File: config.mk
export PLATFORM = sky130hd
export DESIGN_NAME = gpio_ioc_port
export DESIGN_NICKNAME = d
export VERILOG_FILES = /design/src/rtl/gpio_ioc_pkg.sv /design/src/rtl/gpio_ioc_sync.sv /design/src/rtl/gpio_ioc_detect.sv /design/src/rtl/gpio_ioc_irqpad.sv /design/src/rtl/gpio_ioc_port.sv
export SDC_FILE = /design/constraint.sdc
export NUM_CORES = 1
export LEC_CHECK = 0
export BUFFER_PORTS_ARGS = -buffer_cell sky130_fd_sc_hd__buf_4
export CAP_MARGIN = 10
export CELL_PAD_IN_SITES_DETAIL_PLACEMENT = 1
export CELL_PAD_IN_SITES_GLOBAL_PLACEMENT = 1
export CORE_ASPECT_RATIO = 1.75
export CORE_MARGIN = 10
export CORE_UTILIZATION = 49
export CTS_CLUSTER_DIAMETER = 40
export DETAILED_ROUTE_END_ITERATION = 8
export PLACE_DENSITY = 0.93
export SYNTH_ARGS = -nofsm -noshare
export SYNTH_HDL_FRONTEND = slang
export SYNTH_HIERARCHICAL = 1
export SYNTH_SLANG_ARGS = --single-unit
File: constraint.sdc
create_clock -name clk -period 6.2 [get_ports clk]
set_input_delay 1.24 -clock clk [delete_from_list [all_inputs] [get_ports clk]]
set_output_delay 1.24 -clock clk [all_outputs]
set_load 0.01 [all_outputs]
File: src/rtl/gpio_ioc_pkg.sv
package gpio_ioc_pkg;
  // register offsets (host visible map)
  localparam int unsigned REG_DIR  = 0;
  localparam int unsigned REG_INV  = 1;
  localparam int unsigned REG_IEN  = 2;
  localparam int unsigned REG_DEFV = 3;
  localparam int unsigned REG_CSEL = 4;
  localparam int unsigned REG_CFG  = 5;
  localparam int unsigned REG_PULL = 6;
  localparam int unsigned REG_FLAG = 7;
  localparam int unsigned REG_CAP  = 8;
  localparam int unsigned REG_PORT = 9;
  localparam int unsigned REG_OLAT = 10;
  // configuration bit positions
  localparam int unsigned CFG_ACT_HIGH   = 1;
  localparam int unsigned CFG_OPEN_DRAIN = 2;
endpackage

File: src/rtl/gpio_ioc_sync.sv
module gpio_ioc_sync #(
  parameter int W      = 8,
  parameter int STAGES = 2
) (
  input  logic         clk,
  input  logic         rst,
  input  logic [W-1:0] din,
  output logic [W-1:0] dout
);
  logic [W-1:0] st_q [STAGES];

  always_ff @(posedge clk) begin
    if (rst) begin
      for (int k = 0; k < STAGES; k++) st_q[k] <= '0;
    end else begin
      st_q[0] <= din;
      for (int k = 1; k < STAGES; k++) st_q[k] <= st_q[k-1];
    end
  end

  assign dout = st_q[STAGES-1];
endmodule

File: src/rtl/gpio_ioc_detect.sv
module gpio_ioc_detect #(
  parameter int W = 8
) (
  input  logic         clk,
  input  logic         rst,
  input  logic [W-1:0] pins,
  input  logic [W-1:0] view,
  input  logic [W-1:0] ien,
  input  logic [W-1:0] csel,
  input  logic [W-1:0] defv,
  input  logic         clr,
  output logic         pend,
  output logic [W-1:0] flag,
  output logic [W-1:0] cap
);
  logic [W-1:0] prev_q, hit, pick, flag_q, cap_q;
  logic         pend_q;

  // per-pin qualifying event
  always_comb hit = ien & ((csel & (pins ^ defv)) | (~csel & (pins ^ prev_q)));

  // lowest-numbered qualifying pin wins
  always_comb begin
    pick = '0;
    for (int i = W - 1; i >= 0; i--) begin
      if (hit[i]) begin
        pick    = '0;
        pick[i] = 1'b1;
      end
    end
  end

  always_ff @(posedge clk) begin
    if (rst) begin
      prev_q <= '0;
      pend_q <= 1'b0;
      flag_q <= '0;
      cap_q  <= '0;
    end else begin
      if (!pend_q || clr) prev_q <= pins;
      if (pend_q && clr) begin
        pend_q <= 1'b0;
        flag_q <= '0;
      end else if (!pend_q && (|hit)) begin
        pend_q <= 1'b1;
        flag_q <= pick;
        cap_q  <= view;
      end
    end
  end

  assign pend = pend_q;
  assign flag = flag_q;
  assign cap  = cap_q;
endmodule

File: src/rtl/gpio_ioc_irqpad.sv
module gpio_ioc_irqpad (
  input  logic pend,
  input  logic act_high,
  input  logic open_drain,
  output logic irq_out,
  output logic irq_oe
);
  always_comb begin
    if (open_drain) begin
      irq_out = 1'b0;
      irq_oe  = pend;
    end else begin
      irq_out = act_high ? pend : ~pend;
      irq_oe  = 1'b1;
    end
  end
endmodule

File: src/rtl/gpio_ioc_port.sv
module gpio_ioc_port
  import gpio_ioc_pkg::*;
#(
  parameter int W           = 8,
  parameter int ADDR_W      = 8,
  parameter int SYNC_STAGES = 2
) (
  input  logic              clk,
  input  logic              rst,
  input  logic [ADDR_W-1:0] addr,
  input  logic              wr_en,
  input  logic [W-1:0]      wr_data,
  input  logic              rd_en,
  output logic [W-1:0]      rd_data,
  input  logic [W-1:0]      pin_in,
  output logic [W-1:0]      pin_out,
  output logic [W-1:0]      pin_oe,
  output logic              irq_out,
  output logic              irq_oe
);
  localparam logic [ADDR_W-1:0] A_DIR  = ADDR_W'(REG_DIR);
  localparam logic [ADDR_W-1:0] A_INV  = ADDR_W'(REG_INV);
  localparam logic [ADDR_W-1:0] A_IEN  = ADDR_W'(REG_IEN);
  localparam logic [ADDR_W-1:0] A_DEFV = ADDR_W'(REG_DEFV);
  localparam logic [ADDR_W-1:0] A_CSEL = ADDR_W'(REG_CSEL);
  localparam logic [ADDR_W-1:0] A_CFG  = ADDR_W'(REG_CFG);
  localparam logic [ADDR_W-1:0] A_PULL = ADDR_W'(REG_PULL);
  localparam logic [ADDR_W-1:0] A_FLAG = ADDR_W'(REG_FLAG);
  localparam logic [ADDR_W-1:0] A_CAP  = ADDR_W'(REG_CAP);
  localparam logic [ADDR_W-1:0] A_PORT = ADDR_W'(REG_PORT);
  localparam logic [ADDR_W-1:0] A_OLAT = ADDR_W'(REG_OLAT);

  logic [W-1:0] dir_q, inv_q, ien_q, defv_q, csel_q, cfg_q, pull_q, olat_q;
  logic [W-1:0] pins_s, port_view, rd_mux, flag_q, cap_q;
  logic         pend_q, clr_rd;

  gpio_ioc_sync #(.W(W), .STAGES(SYNC_STAGES)) u_sync (
    .clk(clk), .rst(rst), .din(pin_in), .dout(pins_s)
  );

  assign port_view = pins_s ^ (inv_q & dir_q);
  assign clr_rd    = rd_en && ((addr == A_CAP) || (addr == A_PORT));

  gpio_ioc_detect #(.W(W)) u_det (
    .clk(clk), .rst(rst), .pins(pins_s), .view(port_view),
    .ien(ien_q), .csel(csel_q), .defv(defv_q), .clr(clr_rd),
    .pend(pend_q), .flag(flag_q), .cap(cap_q)
  );

  gpio_ioc_irqpad u_irq (
    .pend(pend_q), .act_high(cfg_q[CFG_ACT_HIGH]),
    .open_drain(cfg_q[CFG_OPEN_DRAIN]),
    .irq_out(irq_out), .irq_oe(irq_oe)
  );

  // control register bank
  always_ff @(posedge clk) begin
    if (rst) begin
      dir_q  <= '1;
      inv_q  <= '0;
      ien_q  <= '0;
      defv_q <= '0;
      csel_q <= '0;
      cfg_q  <= '0;
      pull_q <= '0;
      olat_q <= '0;
    end else if (wr_en) begin
      case (addr)
        A_DIR:          dir_q  <= wr_data;
        A_INV:          inv_q  <= wr_data;
        A_IEN:          ien_q  <= wr_data;
        A_DEFV:         defv_q <= wr_data;
        A_CSEL:         csel_q <= wr_data;
        A_CFG:          cfg_q  <= wr_data;
        A_PULL:         pull_q <= wr_data;
        A_PORT, A_OLAT: olat_q <= wr_data;
        default: ;
      endcase
    end
  end

  always_comb begin
    case (addr)
      A_DIR:   rd_mux = dir_q;
      A_INV:   rd_mux = inv_q;
      A_IEN:   rd_mux = ien_q;
      A_DEFV:  rd_mux = defv_q;
      A_CSEL:  rd_mux = csel_q;
      A_CFG:   rd_mux = cfg_q;
      A_PULL:  rd_mux = pull_q;
      A_FLAG:  rd_mux = flag_q;
      A_CAP:   rd_mux = cap_q;
      A_PORT:  rd_mux = port_view;
      A_OLAT:  rd_mux = olat_q;
      default: rd_mux = '0;
    endcase
  end

  always_ff @(posedge clk) begin
    if (rst)        rd_data <= '0;
    else if (rd_en) rd_data <= rd_mux;
  end

  assign pin_out = olat_q;
  assign pin_oe  = ~dir_q;
endmodule

==> results by stage <==
Critical path:
- The setup path with the least slack is of type input pin to flip-flop.
- The kind of launch point of the worst setup path is an input pin.
- The maximum single-stage delay on the critical path is 0.60 ns.
- The worst path arrival time is around 3.5 ns.
- The worst path required time is ~6.5 ns.
- The critical path starts at addr[5].
- The maximum fanout along the worst path is 10.
- Grouping stages by cell kind, the critical path spends the most delay in simple AND/OR/NAND/NOR gates.
- Walking the worst path, the cells encountered are buf_4, nor4_2, nand2_1, nor3_1, nand2b_1, mux2i_1, nor2_1.
- The category of the worst setup path capture point is a flip-flop.
- For this design, the slowest cell found on the critical path is sky130_fd_sc_hd__nand2b_1.
- The reg-to-reg startpoint is csel_q[4]$_SDFFE_PP0P_.
- Counting both buffers and inverters, the worst setup path holds a total of 1.

Timing:
- In the final timing run, aggregate negative setup slack is 0 ns.
- Setup repair after global routing left no endpoint under its margin.
- At the pin with the least slew margin, the transition time is between 1 and 1.5 ns.
- The final setup violation count is 0.
- The clock skew after layout is 0.01027 ns.
- The achievable frequency is 0.3062 GHz.
- The worst path in the final design needs a cycle of 3.266 ns, including I/O delays and setup.
- Of the available clock period, the critical path in the final layout requires 0.5268.
- The worst pin sits at a relative slew slack of 0.2955.
- The number of pins with negative max-slew slack in the final report is 0.
- The hold violation total from the final report is 0.

Yosys:
- For this run, the register share of the synthesized area comes to 0.4078.
- By instance count, the leading cell after synthesis is sky130_fd_sc_hd__dfxtp_1.
- The commonest cells after synthesis are sky130_fd_sc_hd__dfxtp_1 (113), sky130_fd_sc_hd__nor2_1 (88), sky130_fd_sc_hd__mux2i_1 (86).
- Yosys mapped a number of flops with a built-in enable equal to 0.
- In the synthesized netlist, the number of instances is 591.
- For this run, asynchronously set or reset flops after synthesis account for 0.
- In this run, synthesis produced a sequential element count of approximately 110.
- The area share of the leading cell type in the synthesized netlist is 0.4078.
- The post-synth net total is approximately 620.
- A synthesized cell averages approximately 9.4 um^2.
- After synthesis, the cell types taking the most area are sky130_fd_sc_hd__dfxtp_1 (41%), sky130_fd_sc_hd__mux2i_1 (16%), sky130_fd_sc_hd__nor2_1 (6.0%).
- For this run, the leading register cell type out of synthesis is sky130_fd_sc_hd__dfxtp_1.
- The total standard cell area after synthesis is around 5500 um^2.
- The number of different library cells used by synthesis comes to 60.
- Yosys printed 6 warnings.
- Summed over all instances, the cell type with the most area after synthesis is sky130_fd_sc_hd__dfxtp_1.

Layout:
- Of the cells placed in the final design, the portion with a size suffix greater than 1 is 0.2000.
- The number of filler instances in the final layout is ~1200.
- The final design utilization is 0.5838.
- Compared with the post-synthesis result, the final layout area differs by 16.85%.
- The antenna diode count is 0.
- The net count of the finished layout is 640.

CTS:
- After clock tree synthesis, the clock-pin slew on the worst setup and hold paths is roughly 0.05 ns.
- In this run the post-CTS setup repair buffer count came out at 0.
- The clock tree buffer depth is 2.
- TritonCTS built the clock tree.
- The depth of the CTS H-tree is 4.
- In this run, post-CTS hold repair placed 0 buffers.
- The tree built by TritonCTS fans out to between 100 and 150 sinks.
- The clock insertion delay at the later pin of the skew report is between 0.4 and 0.5 ns.
- CTS placed an instance of sky130_fd_sc_hd__clkbuf_16 at the clock tree root.
- Counting the buffers created by CTS gives 17.
- Once the clock tree was built, the resizer swapped 0 gates to a different size.

Power:
- The power density over the cells is 297.9 nW/um^2.
- In this run the static leakage power is 2.766 nW.
- The design draws 1.931 mW.
- IR analysis of the VDD net gives a maximum drop of ~0.00032 V.

Hold path:
- The worst hold path begins at u_sync/st_q[0][3]$_SDFF_PP0_.
- The type of the worst min-delay path is flip-flop to flip-flop.

Global route:
- For this run, the total global-route usage over all layers was measured as 0.2348.
- The via count of the first global-routing pass is between 5000 and 6000.
- The overall overflow remaining after global route is 0.
- The number of antenna violations at the first check in global routing is 0.
- The wire length of the first global-routing pass is between 20000 and 30000 um.
- The largest net degree at the start of global routing is between 100 and 150.

Die:
- The floorplan step set the die height to about 160 um.
- The total die area is 16150 um^2.
- The core box area is between 10000 and 15000 um^2.
- The number of rows in the core area is around 50.
- 54 I/O pins were placed.
- From left edge to right edge, the die measures roughly 100 um.
- The initial core utilization is 0.4997.

Outcome:
- The run finished with clean final reports.

Detailed routing:
- The first TritonRoute pass finished after 5 iterations.
- Dividing the detail-routed via count by the number of cells gives ~6.3.
- The residual DRC count is 0.
- The detailed router placed 4794 vias in this run.
- Wires add up to slightly below 20000 um.
- The antenna violation net count after detailed routing is 0.
- The DRC violation total after the first TritonRoute iteration is ~370.
- The routed length per placed instance is 25.53 um.

Placement:
- Summed over all nets, the half-perimeter wirelength after detailed placement is between 10000 and 15000 um.
- In this run the tool buffered the top-level ports with 53 buffer cells.
- The congestion estimate from routability-driven global placement came to between 0.9 and 1.

Run:
- The number of max-cap violations is 0.
==> stage by stage <==
stage	worst slack, ns	cells	hold slack [ns]	area [um^2]
3_5_place_dp	2.686	725	0.4303	5828
4_1_cts	3.062	757	0.4353	6482
3_3_place_gp	2.796	725	0.4222	5828
5_1_grt	2.877	757	0.4496	6482
6_report	2.934	757	0.4294	6482
2_1_floorplan	3.281	591	0.4138	5548
==> final timing paths <==
check,endpoint,slack [ns],cells after the start
worst min register to register,u_sync/st_q[0][11]$_SDFF_PP0_,0.43,1
worst min-delay path,u_sync/st_q[0][11]$_SDFF_PP0_,0.43,1
worst max register to register,u_det/cap[6]$_SDFFE_PP0P_,3.84,5
worst max-delay path,u_det/prev_q[6]$_SDFFE_PP0P_,2.93,7
==> cell usage in the layout (no fill, tap or decap), types with 5 or more instances in the layout <==
cell type / count
sky130_fd_sc_hd__nand3b_1: 8
sky130_fd_sc_hd__a2111oi_0: 8
sky130_fd_sc_hd__bufinv_16: 5
sky130_fd_sc_hd__a221oi_1: 8
sky130_fd_sc_hd__inv_1: 17
sky130_fd_sc_hd__nand2_1: 48
sky130_fd_sc_hd__clkbuf_16: 17
sky130_fd_sc_hd__nand2b_1: 29
sky130_fd_sc_hd__mux2i_1: 86
sky130_fd_sc_hd__nor2b_2: 7
sky130_fd_sc_hd__o21ai_0: 9
sky130_fd_sc_hd__nor2_1: 88
sky130_fd_sc_hd__and2b_2: 6
sky130_fd_sc_hd__dfxtp_1: 113
sky130_fd_sc_hd__a21oi_1: 5
sky130_fd_sc_hd__mux2_2: 5
sky130_fd_sc_hd__and3_1: 5
sky130_fd_sc_hd__nor2b_1: 9
sky130_fd_sc_hd__buf_4: 53
sky130_fd_sc_hd__a311oi_1: 6
sky130_fd_sc_hd__a22o_1: 6
sky130_fd_sc_hd__xor2_1: 7
==> report_power, final <==
| part | internal, mW | switching, mW |
|---|---|---|
| combinational | 0.0356 | 0.0627 |
| sequential | 0.734 | 0.00570 |
| clock | 0.742 | 0.350 |
==> kinds of logic (layout without fill, tap and decap cells) <==
| group | Yosys count | count (layout) | synth area share |
|---|---|---|---|
| multiplexers | 99 | 99 | 0.1915 |
| AND/OR/NAND/NOR | 229 | 229 | 0.2165 |
| AO/OA/AOI/OAI | 70 | 70 | 0.1037 |
| buffers and inverters | 69 | 103 | 0.06315 |
| XOR/XNOR | 11 | 11 | 0.01737 |
| flip-flops | 113 | 113 | 0.4078 |
==> area by class of cell <==
cell class	instances	area, um^2	share of cell area
inverters	18	67.56	0.01042
well taps	132	165.2	0.02548
clock buffers	22	474.2	0.07315
multi-input cells	409	2935	0.4528
repair buffers	53	397.9	0.06138
clock inverters	10	180.2	0.02779
flip-flops and latches	113	2262	0.3490
==> state kept, by name (all words and copies together), names as in the netlist <==
name          cells
cfg_q             8
csel_q            8
defv_q            8
dir_q             8
ien_q             8
inv_q             8
pin_out           8
pull_q            8
rd_data           8
u_det/cap         8
u_det/flag        8
u_det/pend        1
u_det/prev_q      8
u_sync/st_q      16
==> layer usage <==
layer / GRT usage / vias up / share of wire / wire [um]
met4: 0.1665 / 0 / 0.074 / 1421
met1: 0.2317 / 2358 / 0.36 / 6868
li1: - / 2085 / - / -
met5: 0 / - / 0 / 0
met3: 0.06186 / 100 / 0.056 / 1086
met2: 0.4082 / 251 / 0.51 / 9950
Note: power is estimated with default switching activity, not from simulation.
